File: src/rtl/ea_pkg.sv
package ea_pkg;
    localparam int ADDR_W  = 32;
    localparam int NREG    = 8;
    localparam int RSEL_W  = $clog2(NREG);
    localparam int SEG_W   = 3;
    localparam int NUM_SEG = 6;
    localparam int SP_NUM  = 4;
    localparam int FP_NUM  = 5;

    typedef enum logic [SEG_W-1:0] {
        SEG_ES = 3'd0,
        SEG_CS = 3'd1,
        SEG_SS = 3'd2,
        SEG_DS = 3'd3,
        SEG_FS = 3'd4,
        SEG_GS = 3'd5
    } seg_e;

    typedef enum logic [1:0] {
        KIND_DATA   = 2'd0,
        KIND_STACK  = 2'd1,
        KIND_STRDST = 2'd2,
        KIND_FETCH  = 2'd3
    } kind_e;

    typedef enum logic [1:0] {
        DSZ_NONE = 2'd0,
        DSZ_B    = 2'd1,
        DSZ_H    = 2'd2,
        DSZ_W    = 2'd3
    } dsz_e;

    typedef struct packed {
        logic              vld;
        logic [ADDR_W-1:0] off;
        logic [SEG_W-1:0]  seg;
        logic              bad;
    } res_t;
endpackage

File: src/rtl/ea_disp_ext.sv
module ea_disp_ext
    import ea_pkg::*;
(
    input  logic [ADDR_W-1:0] disp,
    input  logic [1:0]        size,
    output logic [ADDR_W-1:0] ext
);
    always_comb begin
        ext = '0;
        unique case (dsz_e'(size))
            DSZ_NONE: ext = '0;
            DSZ_B:    ext = {{(ADDR_W-8){disp[7]}}, disp[7:0]};
            DSZ_H:    ext = {{(ADDR_W-16){disp[15]}}, disp[15:0]};
            DSZ_W:    ext = disp;
            default:  ext = '0;
        endcase
    end
endmodule

File: src/rtl/ea_index_scaler.sv
module ea_index_scaler
    import ea_pkg::*;
(
    input  logic [NREG*ADDR_W-1:0] regs_flat,
    input  logic                   idx_en,
    input  logic [RSEL_W-1:0]      idx_sel,
    input  logic [1:0]             scale_log,
    output logic [ADDR_W-1:0]      scaled,
    output logic                   bad
);
    logic [ADDR_W-1:0] regs [NREG];

    for (genvar k = 0; k < NREG; k++) begin : g_unpack
        assign regs[k] = regs_flat[k*ADDR_W +: ADDR_W];
    end

    always_comb begin
        bad    = idx_en && (idx_sel == RSEL_W'(SP_NUM));
        scaled = '0;
        if (idx_en && !bad) begin
            scaled = regs[idx_sel] << scale_log;
        end
    end
endmodule

File: src/rtl/ea_seg_resolve.sv
module ea_seg_resolve
    import ea_pkg::*;
(
    input  logic [1:0]        kind,
    input  logic              ovr_en,
    input  logic [SEG_W-1:0]  ovr_seg,
    input  logic              base_en,
    input  logic [RSEL_W-1:0] base_sel,
    output logic [SEG_W-1:0]  seg
);
    logic ovr_ok;
    logic stack_base;

    always_comb begin
        ovr_ok     = ovr_en && (ovr_seg < SEG_W'(NUM_SEG));
        stack_base = base_en && ((base_sel == RSEL_W'(SP_NUM)) ||
                                 (base_sel == RSEL_W'(FP_NUM)));
        seg = SEG_DS;
        unique case (kind_e'(kind))
            KIND_FETCH:  seg = SEG_CS;
            KIND_STACK:  seg = SEG_SS;
            KIND_STRDST: seg = SEG_ES;
            KIND_DATA: begin
                if (ovr_ok)          seg = ovr_seg;
                else if (stack_base) seg = SEG_SS;
                else                 seg = SEG_DS;
            end
            default: seg = SEG_DS;
        endcase
    end
endmodule

File: src/rtl/ea_seg_unit.sv
module ea_seg_unit
    import ea_pkg::*;
(
    input  logic                   clk,
    input  logic                   rst_n,
    input  logic                   in_valid,
    input  logic                   base_en,
    input  logic [RSEL_W-1:0]      base_sel,
    input  logic                   idx_en,
    input  logic [RSEL_W-1:0]      idx_sel,
    input  logic [1:0]             scale_log,
    input  logic [ADDR_W-1:0]      disp,
    input  logic [1:0]             disp_size,
    input  logic [1:0]             kind,
    input  logic                   ovr_en,
    input  logic [SEG_W-1:0]       ovr_seg,
    input  logic [NREG*ADDR_W-1:0] gpr_flat,
    output logic                   out_valid,
    output logic [ADDR_W-1:0]      out_offset,
    output logic [SEG_W-1:0]       out_seg,
    output logic                   out_bad_index
);
    logic [ADDR_W-1:0] disp_ext;
    logic [ADDR_W-1:0] idx_scaled;
    logic              idx_bad;
    logic [SEG_W-1:0]  seg_sel;
    logic [ADDR_W-1:0] base_val;

    res_t res_d, res_q;

    ea_disp_ext i_disp (
        .disp (disp),
        .size (disp_size),
        .ext  (disp_ext)
    );

    ea_index_scaler i_idx (
        .regs_flat (gpr_flat),
        .idx_en    (idx_en),
        .idx_sel   (idx_sel),
        .scale_log (scale_log),
        .scaled    (idx_scaled),
        .bad       (idx_bad)
    );

    ea_seg_resolve i_seg (
        .kind     (kind),
        .ovr_en   (ovr_en),
        .ovr_seg  (ovr_seg),
        .base_en  (base_en),
        .base_sel (base_sel),
        .seg      (seg_sel)
    );

    always_comb begin
        base_val  = base_en ? gpr_flat[base_sel*ADDR_W +: ADDR_W] : '0;
        res_d     = res_q;
        res_d.vld = in_valid;
        if (in_valid) begin
            res_d.off = base_val + idx_scaled + disp_ext;
            res_d.seg = seg_sel;
            res_d.bad = idx_bad;
        end
    end

    always_ff @(posedge clk) begin
        if (!rst_n) res_q <= '0;
        else        res_q <= res_d;
    end

    assign out_valid     = res_q.vld;
    assign out_offset    = res_q.off;
    assign out_seg       = res_q.seg;
    assign out_bad_index = res_q.bad;
endmodule

File: config.mk
export PLATFORM = sky130hd
export DESIGN_NAME = ea_seg_unit
export DESIGN_NICKNAME = d
export VERILOG_FILES = /design/src/rtl/ea_pkg.sv /design/src/rtl/ea_disp_ext.sv /design/src/rtl/ea_index_scaler.sv /design/src/rtl/ea_seg_resolve.sv /design/src/rtl/ea_seg_unit.sv
export SDC_FILE = /design/constraint.sdc
export NUM_CORES = 1
export LEC_CHECK = 0
export BUFFER_PORTS_ARGS = -buffer_cell sky130_fd_sc_hd__buf_2
export CAP_MARGIN = 20
export CORE_MARGIN = 4
export CORE_UTILIZATION = 47
export CTS_BUF_LIST = sky130_fd_sc_hd__clkbuf_8 sky130_fd_sc_hd__clkbuf_16
export DETAILED_ROUTE_END_ITERATION = 10
export PLACE_DENSITY = 0.79
export SYNTH_ARGS = -nofsm -noshare
export SYNTH_HDL_FRONTEND = slang
export SYNTH_HIERARCHICAL = 1
export SYNTH_SLANG_ARGS = --single-unit
File: constraint.sdc
create_clock -name clk -period 4.6 [get_ports clk]
set_input_delay 0.92 -clock clk [delete_from_list [all_inputs] [get_ports clk]]
set_output_delay 0.92 -clock clk [all_outputs]
set_load 0.05 [all_outputs]
==> metrics.cfg, run 1 <==
[clock_network]
cts_buffers=5
htree_num_levels=2
cts_tree=built
clockBufferDepth=2
insertion_delay_ps=280
root_buffer=clkbuf_16
cts_sinks=37
clk_pin_slew_ps=50
holdBufCountCts=0

[cells_and_area]
final_common_cell=buf_2
final_cell_mix=342 x buf_2, 170 x buf_4, 159 x mux2i_1
fill_cells=1605
final_cells=1757
multi_input_area_mm2=0.008100
fin_nets=1847
final_util_pct=67.19
seq_area_um2=740.7
finalInstanceArea_mm2=0.01274
syn2layout_area_growth_pct=39.13
drive_gt1_share_pct=46.14

[worst_setup_path]
critPathMaxFanout=17
critPathTopFamily=compound AO/OA/AOI/OAI gates
slowest_delay_ps=490
path_cells=buf_2, buf_12, and2_4, a22oi_2, nand2_1, a2111oi_4, fa_1, ha_2, fa_2, a211o_1, o211ai_2, a21oi_4, o2111ai_4, a21boi_2, or3_1, a32o_1
start_kind=input pin
slowest_stage=fa_1
required_ps=4770
crit_buf_inv=2
cp-end-kind=flop
crit_arrival_ps=4710
crit_type=in2reg

[power]
swShare_pct=46.63
seq_power_share_pct=13.5
finalPower_mw=3.108
ir_worst_vdd_mv=0.1660
p_comb_share_pct=75.9
power.internal_mw=1.659
p_per_area_mw_per_mm2=244.0
p_sw_mw=1.449
p_leak_nw=6.049
pwr-share-clk_pct=10.6

[place]
dpl.cell_count=1728
postPlaceCellArea_mm2=0.01238
routabilityCongestion=1.025
dp_hpwl_um=32720
post-place-ws_ps=-482.7
io_buffers=345

[logic_synthesis]
synth-edff-count=0
synth-seq-cells=37
syn_nets=1390
syn_area_mm2=0.009155
synth_area_leaders=mux4_2 19%, mux2i_1 17%, dfxtp_1 8.1%
avgSynthCellArea_um2=8.984
synth_top_area_cell=mux4_2
synth_top_area_share_pct=18.70
syn_inst=1019
synth_cell_types=80
async_reset_ff_share_pct=0
ys_seq_area_share_pct=8.091
ys_warn_count=6
synth_top_flop_cell=dfxtp_1

[sta]
rsz0062_at_grt=yes
fmaxAchievable_mhz=220.5
worst_pin_slew_ps=699.0
setup_tns_ps=0
hold_viol=0
timing.final.crit_share_pct=98.60
drv_slew=0
period_needed_ps=4536
finClkSkew_ps=0
timing.slew.headroom_pct=53.23
setup_viol=0
holdWs_ps=455.6
worst_slack_ps=64.46

[job]
cap_violations=0

[floorplan]
ios=346
die_h_um=147.6
die_w_um=147.6
std_cell_rows=50
dieArea_mm2=0.02178
coreArea_mm2=0.01896
initial_core_util_pct=48.30

[routing]
postRouteWirelength_um=37930
wire_per_inst_um=21.59
first_pass_iters=5
first_iter_violations=917
via_per_inst=6.101
drc_errors=0
route.vias.total=10719
drtAntennaViolNets=0

[global_route]
grt_pass1_vias=10657
grt.total_usage_pct=32.99
grt_pass1_wl_um=57440
gr-total-overflow=0
antenna_found_initial=19
grt_max_degree=43

[run_status]
outcome=finished clean

[hold_path]
hold_path.class=reg2reg

## worst paths after layout
path / from / endpoint / slack (ps) / cells after the start
min: out_offset[11]$_SDFFE_PN0P_ / out_offset[11]$_SDFFE_PN0P_ / 460 / 2
max: idx_sel[0] / out_offset[25]$_SDFFE_PN0P_ / 60 / 16
min reg2reg: out_offset[11]$_SDFFE_PN0P_ / out_offset[11]$_SDFFE_PN0P_ / 460 / 2
max reg2reg: out_offset[27]$_SDFFE_PN0P_ / out_offset[27]$_SDFFE_PN0P_ / 3700 / 2
## sequential cells by signal, summed over array words and instances, names as in the netlist
register,count
out_offset,32
out_bad_index,1
out_seg,3
out_valid,1
## area by class of cell
cell class | count | area share [%]
multi-input cells | 884 | 63.60
repair buffers | 530 | 25.97
flip-flops and latches | 37 | 5.815
well taps | 260 | 2.554
clock buffers | 6 | 1.090
inverters | 18 | 0.5305
diodes | 21 | 0.4126
clock inverters | 1 | 0.02947
## worst register-to-register path: stages (launching register included)
cell	delay, ps
dfxtp_1	300
a32o_1	210
a311o_1	270
## kinds of logic after synthesis
| logic type | after synthesis | synth area share [%] |
|---|---|---|
| fa+ha+maj | 62 | 11.10 |
| simple gates | 338 | 19.00 |
| compound gates | 210 | 15.88 |
| xor+xnor | 23 | 2.200 |
| mux | 251 | 38.13 |
| buf+inv | 98 | 5.603 |
| flops | 37 | 8.091 |
## per-layer routing
layer  vias up  part of all wire, %  GRT usage, %
met4         2                  4.2         13.75
met1      5077                   40         44.93
li1       4880                    -             -
met3       115                  9.1         3.863
met2       645                   47         53.45
met5         -                0.018             0
## power by group through the flow
stage               sequential [mW]  clock (mW)  combinational, mW
global placement              0.424           0               2.23
finish                        0.419       0.329               2.36
global route                  0.427       0.344               2.55
floorplan                     0.650           0               1.17
detailed placement            0.425           0               2.27
CTS                           0.420       0.333               2.28
## Yosys cell counts, types with 10 or more instances
cell type	count
nand3_1	89
fa_1	32
buf_2	16
o21ai_0	46
dfxtp_1	37
clkbuf_1	35
a22oi_1	42
ha_1	30
nor2b_1	44
o21ai_1	15
nand2_1	85
buf_4	14
mux2_2	14
inv_1	16
a21oi_1	33
nor2_1	41
mux2i_1	159
mux4_2	76
xnor2_1	16
o22ai_1	10
nand4_1	33
## what timing repair did
action / CTS / global route
setup buffers: 0 / 1
setup endpoints to repair: 13 / 14
pin swaps: 0 / 1
gates cloned: 0 / 0
endpoints found under the hold margin: 0 / 0
gates resized for setup: 1 / 37
(Power assumes the default switching activity.)
==> run 2: changes to the inputs <==
Settings changed: CELL_PAD_IN_SITES_DETAIL_PLACEMENT set to 2, CELL_PAD_IN_SITES_GLOBAL_PLACEMENT set to 2, CORE_UTILIZATION 47 to 27.
==> run 2 against run 1 <==
Against the previous run: the flow now finishes with violations (negative setup slack); fmax down 2.5%; cell area up 8.8%; worst setup slack worse by 120 ps; via count up 11%; cell count up 13%; sequential share of layout area down 0.47 points; hold slack about the same; register-to-register slack about the same; flip-flop and latch count unchanged; clock skew unchanged; largest cell class unchanged.
==> metrics.cfg, run 2 (synthesis gave the netlist of run 1 again) <==
[run_status]
outcome=complete, but fails checks
failed_checks=negative setup slack

[worst_setup_path]
crit_type=in2reg
start_kind=input pin
crit_buf_inv=5
cp_common_cell=buf_4
slowest_stage=fa_1
cp-end-kind=flop
required_ps=4780
slowest_delay_ps=620
crit_arrival_ps=4830
critPathMaxFanout=14
critPathTopFamily=compound AO/OA/AOI/OAI gates
path_cells=buf_6, buf_4, nor2_2, buf_4, buf_4, a22oi_1, buf_4, nand3_1, nand4_1, fa_1, ha_4, a2111oi_4, a21oi_4, o2111ai_4, a21boi_2, or3_1, a32o_1

[place]
dpl.cell_count=1948
postPlaceCellArea_mm2=0.01292
dp_hpwl_um=47080
routabilityCongestion=0.9147
io_buffers=345

[cells_and_area]
drive_gt1_share_pct=51.18
final_cells=1990
final_util_pct=41.34
fill_cells=3675
final_cell_mix=341 x buf_2, 199 x buf_4, 148 x mux2i_1
final_common_cell=buf_2
syn2layout_area_growth_pct=51.40
fin_nets=1890
finalInstanceArea_mm2=0.01386
largest_reg_flops=32

[clock_network]
root_buffer=clkbuf_16
holdBufCountCts=0
clockBufferDepth=2
insertion_delay_ps=280
cts_buffers=5
htree_num_levels=2
cts_sinks=37
clk_pin_slew_ps=60
cts_tree=built

[power]
p_sw_mw=1.813
ir_worst_vdd_mv=0.1605
p_per_area_mw_per_mm2=268.3
p_leak_nw=6.353
finalPower_mw=3.719
pwr-share-clk_pct=12.3
p_comb_share_pct=76.4
power.internal_mw=1.906
swShare_pct=48.74
seq_power_share_pct=11.3

[routing]
drtAntennaViolNets=0
first_iter_violations=827
drc_errors=0
postRouteWirelength_um=62050
route.vias.total=11913
wire_per_inst_um=31.18
via_per_inst=5.986
first_pass_iters=5

[sta]
drv_slew=0
timing.slew.headroom_pct=46.43
period_needed_ps=4651
fmaxAchievable_mhz=215.0
holdWs_ps=455.9
setup_viol=2
worst_pin_slew_ps=802.7
timing.final.crit_share_pct=101.1
worst_slack_ps=-50.58
finClkSkew_ps=0
hold_viol=0

[floorplan]
die_h_um=192.1
initial_core_util_pct=27.30
coreArea_mm2=0.03353
std_cell_rows=67
ios=346
die_w_um=192.1
dieArea_mm2=0.03692

[global_route]
grt_pass1_wl_um=79540
grt.total_usage_pct=28.19
antenna_found_initial=24
gr-total-overflow=0
grt_max_degree=42
grt_pass1_vias=12657

[job]
cap_violations=0

[hold_path]
hold_path.class=reg2reg

## run 2: cell types whose count changed in the layout (fill, tap and decap cells not counted), sizes merged
cell	delta
buf	+38
diode	+1
clkinv	+1
clkbuf	+4
bufinv	+2
inv	-1
## run 2: power groups by stage
| stage | Clock (mW) | Sequential (mW) | Combinational (mW) |
|---|---|---|---|
| 6_report | 0.457 | 0.421 | 2.84 |
| 5_1_grt | 0.484 | 0.430 | 3.00 |
| 4_1_cts | 0.468 | 0.422 | 2.58 |
| 3_5_place_dp | 0 | 0.429 | 2.55 |
| 3_3_place_gp | 0 | 0.426 | 2.41 |
| 2_1_floorplan | 0 | 0.650 | 1.17 |
## run 2: repair_timing
| action | CTS | global route |
|---|---|---|
| pin swaps | 1 | 34 |
| gates cloned | 0 | 5 |
| setup buffers | 1 | 6 |
| setup endpoints to repair | 13 | 17 |
| endpoints found under the hold margin | 0 | 0 |
| resized for setup | 18 | 94 |
## run 2: worst register-to-register path, stage by stage, from the launching register on
cell	delay, ps
dfxtp_1	310
a32o_1	200
a311o_1	270
## run 2: path summary, 6_finish.rpt
kind / cells past startpoint / slack, ps / endpoint / start
setup reg to reg: 2 / 3700 / out_offset[27]$_SDFFE_PN0P_ / out_offset[27]$_SDFFE_PN0P_
hold / removal: 2 / 460 / out_offset[18]$_SDFFE_PN0P_ / out_offset[18]$_SDFFE_PN0P_
setup / recovery: 17 / -50 / out_offset[25]$_SDFFE_PN0P_ / idx_sel[2]
hold reg to reg: 2 / 460 / out_offset[18]$_SDFFE_PN0P_ / out_offset[18]$_SDFFE_PN0P_
## run 2: routing by layer
layer	track usage, %	wire length [um]
met1	34.69	22570
met2	49.91	30410
met3	4.108	4669
met4	10.31	4357
met5	0	38
## run 2: cell type report
class,count,area (um2),share of cell area (%)
Clock inverter,3,65.06,0.4694
Clock buffer,5,125.1,0.9027
Timing Repair Buffer,573,3801,27.42
Sequential cell,37,740.7,5.344
Tap cell,448,560.5,4.044
Multi-Input combinational cell,884,8446,60.93
Inverter,18,67.56,0.4875
Antenna cell,22,55.05,0.3972
## run 2: metrics by stage
stage / setup WS (ps) / setup TNS (ps)
2_1_floorplan: 8.398 / 0
3_3_place_gp: -245.9 / -2478
3_5_place_dp: -461.1 / -6182
4_1_cts: 5.637 / 0
5_1_grt: -117.5 / -721.2
6_report: -50.58 / -60.37
